$ cat config.mk
export PLATFORM = sky130hd
export DESIGN_NAME = irq_prio_router
export DESIGN_NICKNAME = d
export VERILOG_FILES = /design/src/rtl/irq_router_pkg.sv /design/src/rtl/irq_nmi_stretch.sv /design/src/rtl/irq_route_map.sv /design/src/rtl/irq_prio_enc.sv /design/src/rtl/irq_prio_router.sv
export SDC_FILE = /design/constraint.sdc
export NUM_CORES = 1
export LEC_CHECK = 0
export BUFFER_PORTS_ARGS = -buffer_cell sky130_fd_sc_hd__buf_4
export CORE_ASPECT_RATIO = 2
export CORE_MARGIN = 4
export CORE_UTILIZATION = 55
export CTS_CLUSTER_DIAMETER = 60
export DETAILED_ROUTE_END_ITERATION = 16
export GPL_TIMING_DRIVEN = 0
export PLACE_DENSITY = 0.75
export SYNTH_ARGS = -nofsm -noshare
export SYNTH_HDL_FRONTEND = slang
export SYNTH_HIERARCHICAL = 1
export SYNTH_SLANG_ARGS = --single-unit
$ cat constraint.sdc
create_clock -name clk -period 3.9 [get_ports clk]
set_input_delay 0.78 -clock clk [delete_from_list [all_inputs] [get_ports clk]]
set_output_delay 0.78 -clock clk [all_outputs]
set_load 0.005 [all_outputs]
$ cat src/rtl/irq_router_pkg.sv
package irq_router_pkg;

   localparam int unsigned NUM_SRC  = 5;
   localparam int unsigned PEND_W   = 8;
   localparam int unsigned LVL_W    = 3;
   localparam int unsigned VEC_W    = 8;
   localparam int unsigned VEC_BASE = 25;
   localparam int unsigned BIT_W    = $clog2(PEND_W);

   // source positions in the packed request vector
   localparam int SRC_IO0  = 0;
   localparam int SRC_IO1  = 1;
   localparam int SRC_ENET = 2;
   localparam int SRC_SER  = 3;
   localparam int SRC_NMI  = 4;

   localparam int NO_BIT = -1;

   // pending bit a source drives when the mode register is high
   function automatic int bit_for_hi(input int src);
      case (src)
         SRC_IO0:  return 0;
         SRC_IO1:  return 1;
         SRC_SER:  return 3;
         SRC_NMI:  return 6;
         default:  return NO_BIT;  // Ethernet leaves on the reroute line
      endcase
   endfunction

   // pending bit a source drives when the mode register is low
   function automatic int bit_for_lo(input int src);
      case (src)
         SRC_IO0:  return 5;
         SRC_IO1:  return 1;
         SRC_ENET: return 2;
         SRC_SER:  return 3;
         SRC_NMI:  return 6;
         default:  return NO_BIT;
      endcase
   endfunction

endpackage

$ cat src/rtl/irq_nmi_stretch.sv
module irq_nmi_stretch #(
   parameter int unsigned HOLD_CYC = 8
) (
   input  logic                         clk,
   input  logic                         rst_n,
   input  logic                         strobe_i,
   output logic                         active_o,
   output logic [$clog2(HOLD_CYC)-1:0]  cnt_o
);

   localparam int unsigned CNT_W = $clog2(HOLD_CYC);
   localparam logic [CNT_W-1:0] RELOAD = CNT_W'(HOLD_CYC - 1);

   generate
      if (HOLD_CYC < 2) begin : g_bad_hold
         $error("irq_nmi_stretch: HOLD_CYC must be at least 2");
      end
   endgenerate

   logic [CNT_W-1:0] cnt_q;

   // remaining cycles after the current one; the strobe itself is the first
   always_ff @(posedge clk or negedge rst_n) begin
      if (!rst_n) begin
         cnt_q <= '0;
      end else if (strobe_i) begin
         cnt_q <= RELOAD;
      end else if (cnt_q != '0) begin
         cnt_q <= cnt_q - 1'b1;
      end
   end

   assign active_o = strobe_i | (cnt_q != '0);
   assign cnt_o    = cnt_q;

endmodule

$ cat src/rtl/irq_route_map.sv
module irq_route_map
   import irq_router_pkg::*;
#(
   parameter int unsigned N_SRC  = NUM_SRC,
   parameter int unsigned N_PEND = PEND_W
) (
   input  logic              mode_hi_i,
   input  logic [N_SRC-1:0]  src_i,
   output logic [N_PEND-1:0] upd_mask_o,
   output logic [N_PEND-1:0] upd_val_o,
   output logic              reroute_o
);

   localparam int unsigned IDX_W = $clog2(N_PEND);

   generate
      if (N_SRC != NUM_SRC) begin : g_bad_src
         $error("irq_route_map: source count must match the routing tables");
      end
      if (N_PEND < 7) begin : g_bad_pend
         $error("irq_route_map: pending register too narrow for the tables");
      end
   endgenerate

   logic [N_PEND-1:0] mask_hi, val_hi, mask_lo, val_lo;

   always_comb begin
      mask_hi = '0;
      val_hi  = '0;
      mask_lo = '0;
      val_lo  = '0;
      for (int s = 0; s < int'(N_SRC); s++) begin
         int bh;
         int bl;
         bh = bit_for_hi(s);
         bl = bit_for_lo(s);
         if (bh != NO_BIT) begin
            mask_hi[bh[IDX_W-1:0]] = 1'b1;
            val_hi[bh[IDX_W-1:0]]  = src_i[s];
         end
         if (bl != NO_BIT) begin
            mask_lo[bl[IDX_W-1:0]] = 1'b1;
            val_lo[bl[IDX_W-1:0]]  = src_i[s];
         end
      end
   end

   assign upd_mask_o = mode_hi_i ? mask_hi : mask_lo;
   assign upd_val_o  = mode_hi_i ? val_hi  : val_lo;
   assign reroute_o  = mode_hi_i & src_i[SRC_ENET];

endmodule

$ cat src/rtl/irq_prio_enc.sv
module irq_prio_enc #(
   parameter int unsigned N_PEND   = 8,
   parameter int unsigned L_W      = 3,
   parameter int unsigned V_W      = 8,
   parameter int unsigned V_BASE   = 25
) (
   input  logic [N_PEND-1:0] pend_i,
   output logic [L_W-1:0]    lvl_o,
   output logic [V_W-1:0]    vec_o
);

   localparam int unsigned IDX_W = $clog2(N_PEND);

   generate
      if (V_BASE + N_PEND > (1 << V_W)) begin : g_bad_vec
         $error("irq_prio_enc: vector width too small for base plus bits");
      end
   endgenerate

   // one-hot marker of the highest set bit
   logic [N_PEND-1:0] top_hot;

   genvar gi;
   generate
      for (gi = 0; gi < int'(N_PEND); gi++) begin : g_top
         if (gi == int'(N_PEND) - 1) begin : g_msb
            assign top_hot[gi] = pend_i[gi];
         end else begin : g_lower
            assign top_hot[gi] = pend_i[gi] & ~(|pend_i[N_PEND-1:gi+1]);
         end
      end
   endgenerate

   logic [IDX_W-1:0] idx;
   logic             any;

   always_comb begin
      idx = '0;
      for (int i = 0; i < int'(N_PEND); i++) begin
         if (top_hot[i]) idx = idx | IDX_W'(i);
      end
   end

   assign any   = |pend_i;
   // the top pending bit never has a source, so the level cannot overflow
   assign lvl_o = any ? L_W'(idx + 1'b1)       : '0;
   assign vec_o = any ? V_W'(idx) + V_W'(V_BASE) : '0;

endmodule

$ cat src/rtl/irq_prio_router.sv
module irq_prio_router
   import irq_router_pkg::*;
#(
   parameter int unsigned CLK_HZ = 32_000_000
) (
   input  logic             clk,
   input  logic             rst_n,
   input  logic             mode_i,
   input  logic             io0_req_i,
   input  logic             io1_req_i,
   input  logic             enet_req_i,
   input  logic             ser_req_i,
   input  logic             nmi_strobe_i,
   output logic [LVL_W-1:0] ipl_o,
   output logic [VEC_W-1:0] vec_o,
   output logic             enet_reroute_o
);

   localparam int unsigned HOLD_CYC = CLK_HZ / 10;
   localparam int unsigned CNT_W    = $clog2(HOLD_CYC);

   generate
      if (CLK_HZ < 20) begin : g_bad_clk
         $error("irq_prio_router: CLK_HZ too small for a two-cycle hold");
      end
   endgenerate

   logic               mode_q;
   logic               nmi_act;
   logic [CNT_W-1:0]   nmi_cnt;
   logic [NUM_SRC-1:0] src_vec;
   logic [PEND_W-1:0]  upd_mask, upd_val;
   logic [PEND_W-1:0]  pend_q, pend_d;
   logic [LVL_W-1:0]   lvl_d, ipl_q;
   logic [VEC_W-1:0]   vec_d, vec_q;

   irq_nmi_stretch #(
      .HOLD_CYC (HOLD_CYC)
   ) u_nmi (
      .clk      (clk),
      .rst_n    (rst_n),
      .strobe_i (nmi_strobe_i),
      .active_o (nmi_act),
      .cnt_o    (nmi_cnt)
   );

   always_comb begin
      src_vec           = '0;
      src_vec[SRC_IO0]  = io0_req_i;
      src_vec[SRC_IO1]  = io1_req_i;
      src_vec[SRC_ENET] = enet_req_i;
      src_vec[SRC_SER]  = ser_req_i;
      src_vec[SRC_NMI]  = nmi_act;
   end

   irq_route_map #(
      .N_SRC  (NUM_SRC),
      .N_PEND (PEND_W)
   ) u_map (
      .mode_hi_i  (mode_q),
      .src_i      (src_vec),
      .upd_mask_o (upd_mask),
      .upd_val_o  (upd_val),
      .reroute_o  (enet_reroute_o)
   );

   // mapped bits follow their source, unmapped bits keep their value
   assign pend_d = (pend_q & ~upd_mask) | (upd_val & upd_mask);

   irq_prio_enc #(
      .N_PEND (PEND_W),
      .L_W    (LVL_W),
      .V_W    (VEC_W),
      .V_BASE (VEC_BASE)
   ) u_enc (
      .pend_i (pend_d),
      .lvl_o  (lvl_d),
      .vec_o  (vec_d)
   );

   always_ff @(posedge clk or negedge rst_n) begin
      if (!rst_n) begin
         mode_q <= 1'b0;
         pend_q <= '0;
         ipl_q  <= '0;
         vec_q  <= '0;
      end else begin
         mode_q <= mode_i;
         pend_q <= pend_d;
         ipl_q  <= lvl_d;
         vec_q  <= vec_d;
      end
   end

   assign ipl_o = ipl_q;
   assign vec_o = vec_q;

endmodule

==> results.cfg <==
[timing]
rsz0062_at_grt = false
clock_skew_ns = 0.00701
finalSetupTns_ns = 0
hold_viol = 0
postLayoutSetupSlackWorst_ns = 0.339
layout_worst_path_cycle_share = 0.913
finalSetupViolCount = 0
fmax_mhz = 281
worstMarginPinSlew_ns = 0.652
period_minus_slack_ns = 3.56
maxSlewHeadroom = 0.562
slew_viol_final = 0

[worst_setup_path]
crit_fanout = 10
critPathArrivalTime_ns = 3.75
crit_chain = or4_1, nor4_4, buf_2, nand3_1, buf_4, mux2_4, nor4_4, inv_2, o21ai_1, ha_1, ha_1, and2_1, buf_4
cp.required_ns = 4.09
cpMaxStageDelayCell = or4_1
crit_type = flip-flop to flip-flop
cp-end-kind = flip-flop
crit_buf_inv = 4
rrSetupSlack_ns = 0.34
critPathTopFamily = simple AND/OR/NAND/NOR gates
timing.rr.end = vec_o[2]
start_kind = flip-flop
crit_path_max_incr_delay_ns = 0.65
ff2ff_path_depth = 13
reg2reg_from = u_nmi/cnt_o[17]

[place]
dp.cells = 292
place.gp.congestion = 0.811
post-dp-hpwl_mm = 3.20
portBuffers = 16
post-place-ws_ns = 0.0751

[synthesis]
synth-xor-area-share = 0
synthSimpleGateAreaFrac = 0.237
yosys-top-cells-area = dfrtp_1, buf_4, mux2_4
synth_top_cell_area_share = 0.470
netlist_area_mm2 = 0.00223
yosysWarningCount = 6
synth-compound-area-share = 0.0812
yosys_register_bits = 42
yosysSeqAreaShare = 0.470
synth_edf_count = 0
synth_top_family_by_area = simple AND/OR/NAND/NOR gates
synthCells = 219
synthArstFlopShare = 1.00
synth.distinct_cells = 43
synthMuxAreaShare = 0.105
post-synth-top-area-cell = dfrtp_1
synth-adder-area-share = 0.0168
synth-main-ff-cell = dfrtp_1
avgSynthCellArea_um2 = 10.2

[clock_tree]
ctsHoldBuffers = 0
cts_buffer_depth = 2
cts_tree = built
path_clk_slew_ns = 0.08
cts_made_buffers = 5
htreeDepth = 2
clock_latency_ns = 0.30
root_buffer = clkbuf_8
cts_sinks = 42

[global_routing]
gr-usage-met1 = 0.209
grt.met3_usage = 0.0473
grt_antenna_before_repair = 0
grt_max_degree = 43
grt_pass1_vias = 1644
grtUsageTotal = 0.196
use_met2 = 0.348
grt_most_used_layer = met2
grt_pass1_wl_mm = 7.53
grt_overflow_total = 0

[power]
p_int_mw = 0.651
pwr-share-clk = 0.339
p_sw_mw = 0.202
sequentialPowerShare = 0.544
leakage_nw = 1.06
p_comb_frac = 0.117
powerDensity_mw_per_mm2 = 333
swShare = 0.237
peakVddDrop_mv = 0.350

[floorplanning]
io_pins = 20
fp.dieW_um = 53.1
core_region_area_mm2 = 0.00388
rows = 32
die_h_um = 98.1
initial_utilization = 0.575
dieArea_mm2 = 0.00521

[finish]
drive_above_1_share = 0.246
layoutNonFillerInstCount = 303
mostFrequentLayoutCells = dfrtp_1, buf_4, nor2_1
final_common_cell = dfrtp_1
n_antenna_cell = 0
area_growth_pct = 14.7
layout.nets = 262

[route]
viasPerCell = 5.43
num_vias = 1645
drtPass1Iterations = 4
drc = 0
drt_iter0_markers = 27
wl_per_cell_um = 14.3
ant_nets = 0
wl_mm = 4.34

[outcome]
outcome = completed

[hold_path]
hp-class = input port to async pin

[run]
maxCapViolations = 0
[per-layer routing]
metal | vias up | routed length [um]
li1 | 807 | -
met1 | 801 | 1540
met2 | 27 | 2550
met3 | 10 | 126
met4 | 0 | 114
met5 | - | 0
[final cells by class]
cell class,count,area [um2]
plain buffers,25,160
clock buffers,7,86.3
clock inverters,1,5.00
fillers,347,1320
inverters,8,30.0
multi-input cells,150,1020
flip-flops and latches,42,1050
well taps,51,63.8
repair buffers,19,143
[cell usage after synthesis, drive strengths merged (7+ instances only)]
master / instances
mux2: 11
nand3: 7
o21ai: 10
dfrtp: 42
nor4: 8
mux2i: 8
a21oi: 12
buf: 19
nor2: 21
nor2b: 12
inv: 8
or4: 9
[stage by stage]
step / utilization / cell area, um2 / hold WS, ns / power (mW)
detailed placement: 0.629 / 2440 / 0.497 / 0.575
floorplan: - / 2260 / 0.477 / 0.532
global route: 0.660 / 2560 / 0.481 / 0.896
CTS: 0.652 / 2530 / 0.468 / 0.868
finish: 0.660 / 2560 / 0.448 / 0.853
global placement: 0.629 / 2440 / 0.502 / 0.572
[worst max path at each step]
stage | startpoint | end | slack [ns] | cells after the start
2_1_floorplan | u_nmi/cnt_o[17] | vec_o[2] | 0.53 | 13
3_3_place_gp | u_nmi/cnt_o[18] | vec_o[2] | 0.05 | 13
3_5_place_dp | u_nmi/cnt_o[17] | vec_o[2] | 0.08 | 13
4_1_cts | u_nmi/cnt_o[17] | vec_o[2] | 0.04 | 13
5_1_grt | u_nmi/cnt_o[11] | vec_o[2] | 0.08 | 14
6_report | u_nmi/cnt_o[17] | vec_o[2] | 0.34 | 13
[timing repair]
| action | CTS | global route |
|---|---|---|
| gates resized for setup | 0 | 1 |
| setup buffers | 0 | 3 |
| setup endpoints to repair | 0 | 3 |
[worst register-to-register path, stage by stage, from the launching register on]
cell	delay (ns)
dfrtp_1	0.41
or4_1	0.65
nor4_4	0.37
buf_2	0.29
nand3_1	0.11
buf_4	0.14
mux2_4	0.29
nor4_4	0.34
inv_2	0.08
o21ai_1	0.14
ha_1	0.16
ha_1	0.21
and2_1	0.14
buf_4	0.13
[power by group through the flow]
stage                     sequential [mW]  clock, mW  combinational [mW]
after floorplan                     0.473          0              0.0592
after global placement              0.472          0              0.0997
after detailed placement            0.473          0               0.102
after CTS                           0.465      0.302               0.102
after global routing                0.467      0.318               0.111
final                               0.465      0.289              0.0997
[sequential cells by signal, summed over array words and instances (netlist names)]
name	flops
ipl_o	3
mode_q	1
u_nmi/cnt_o	22
vec_o	8
pend_q	8
[kinds of logic (layout without fill, tap and decap cells)]
group                      after synthesis  count (layout)
and+or+nand+nor                         88              88
DFF                                     42              42
buffers and inverters                   33              60
AOI/OAI and AO/OA                       31              31
muxes                                   19              19
adders and majority gates                3               3
other                                    3               9
(Power assumes the default switching activity.)
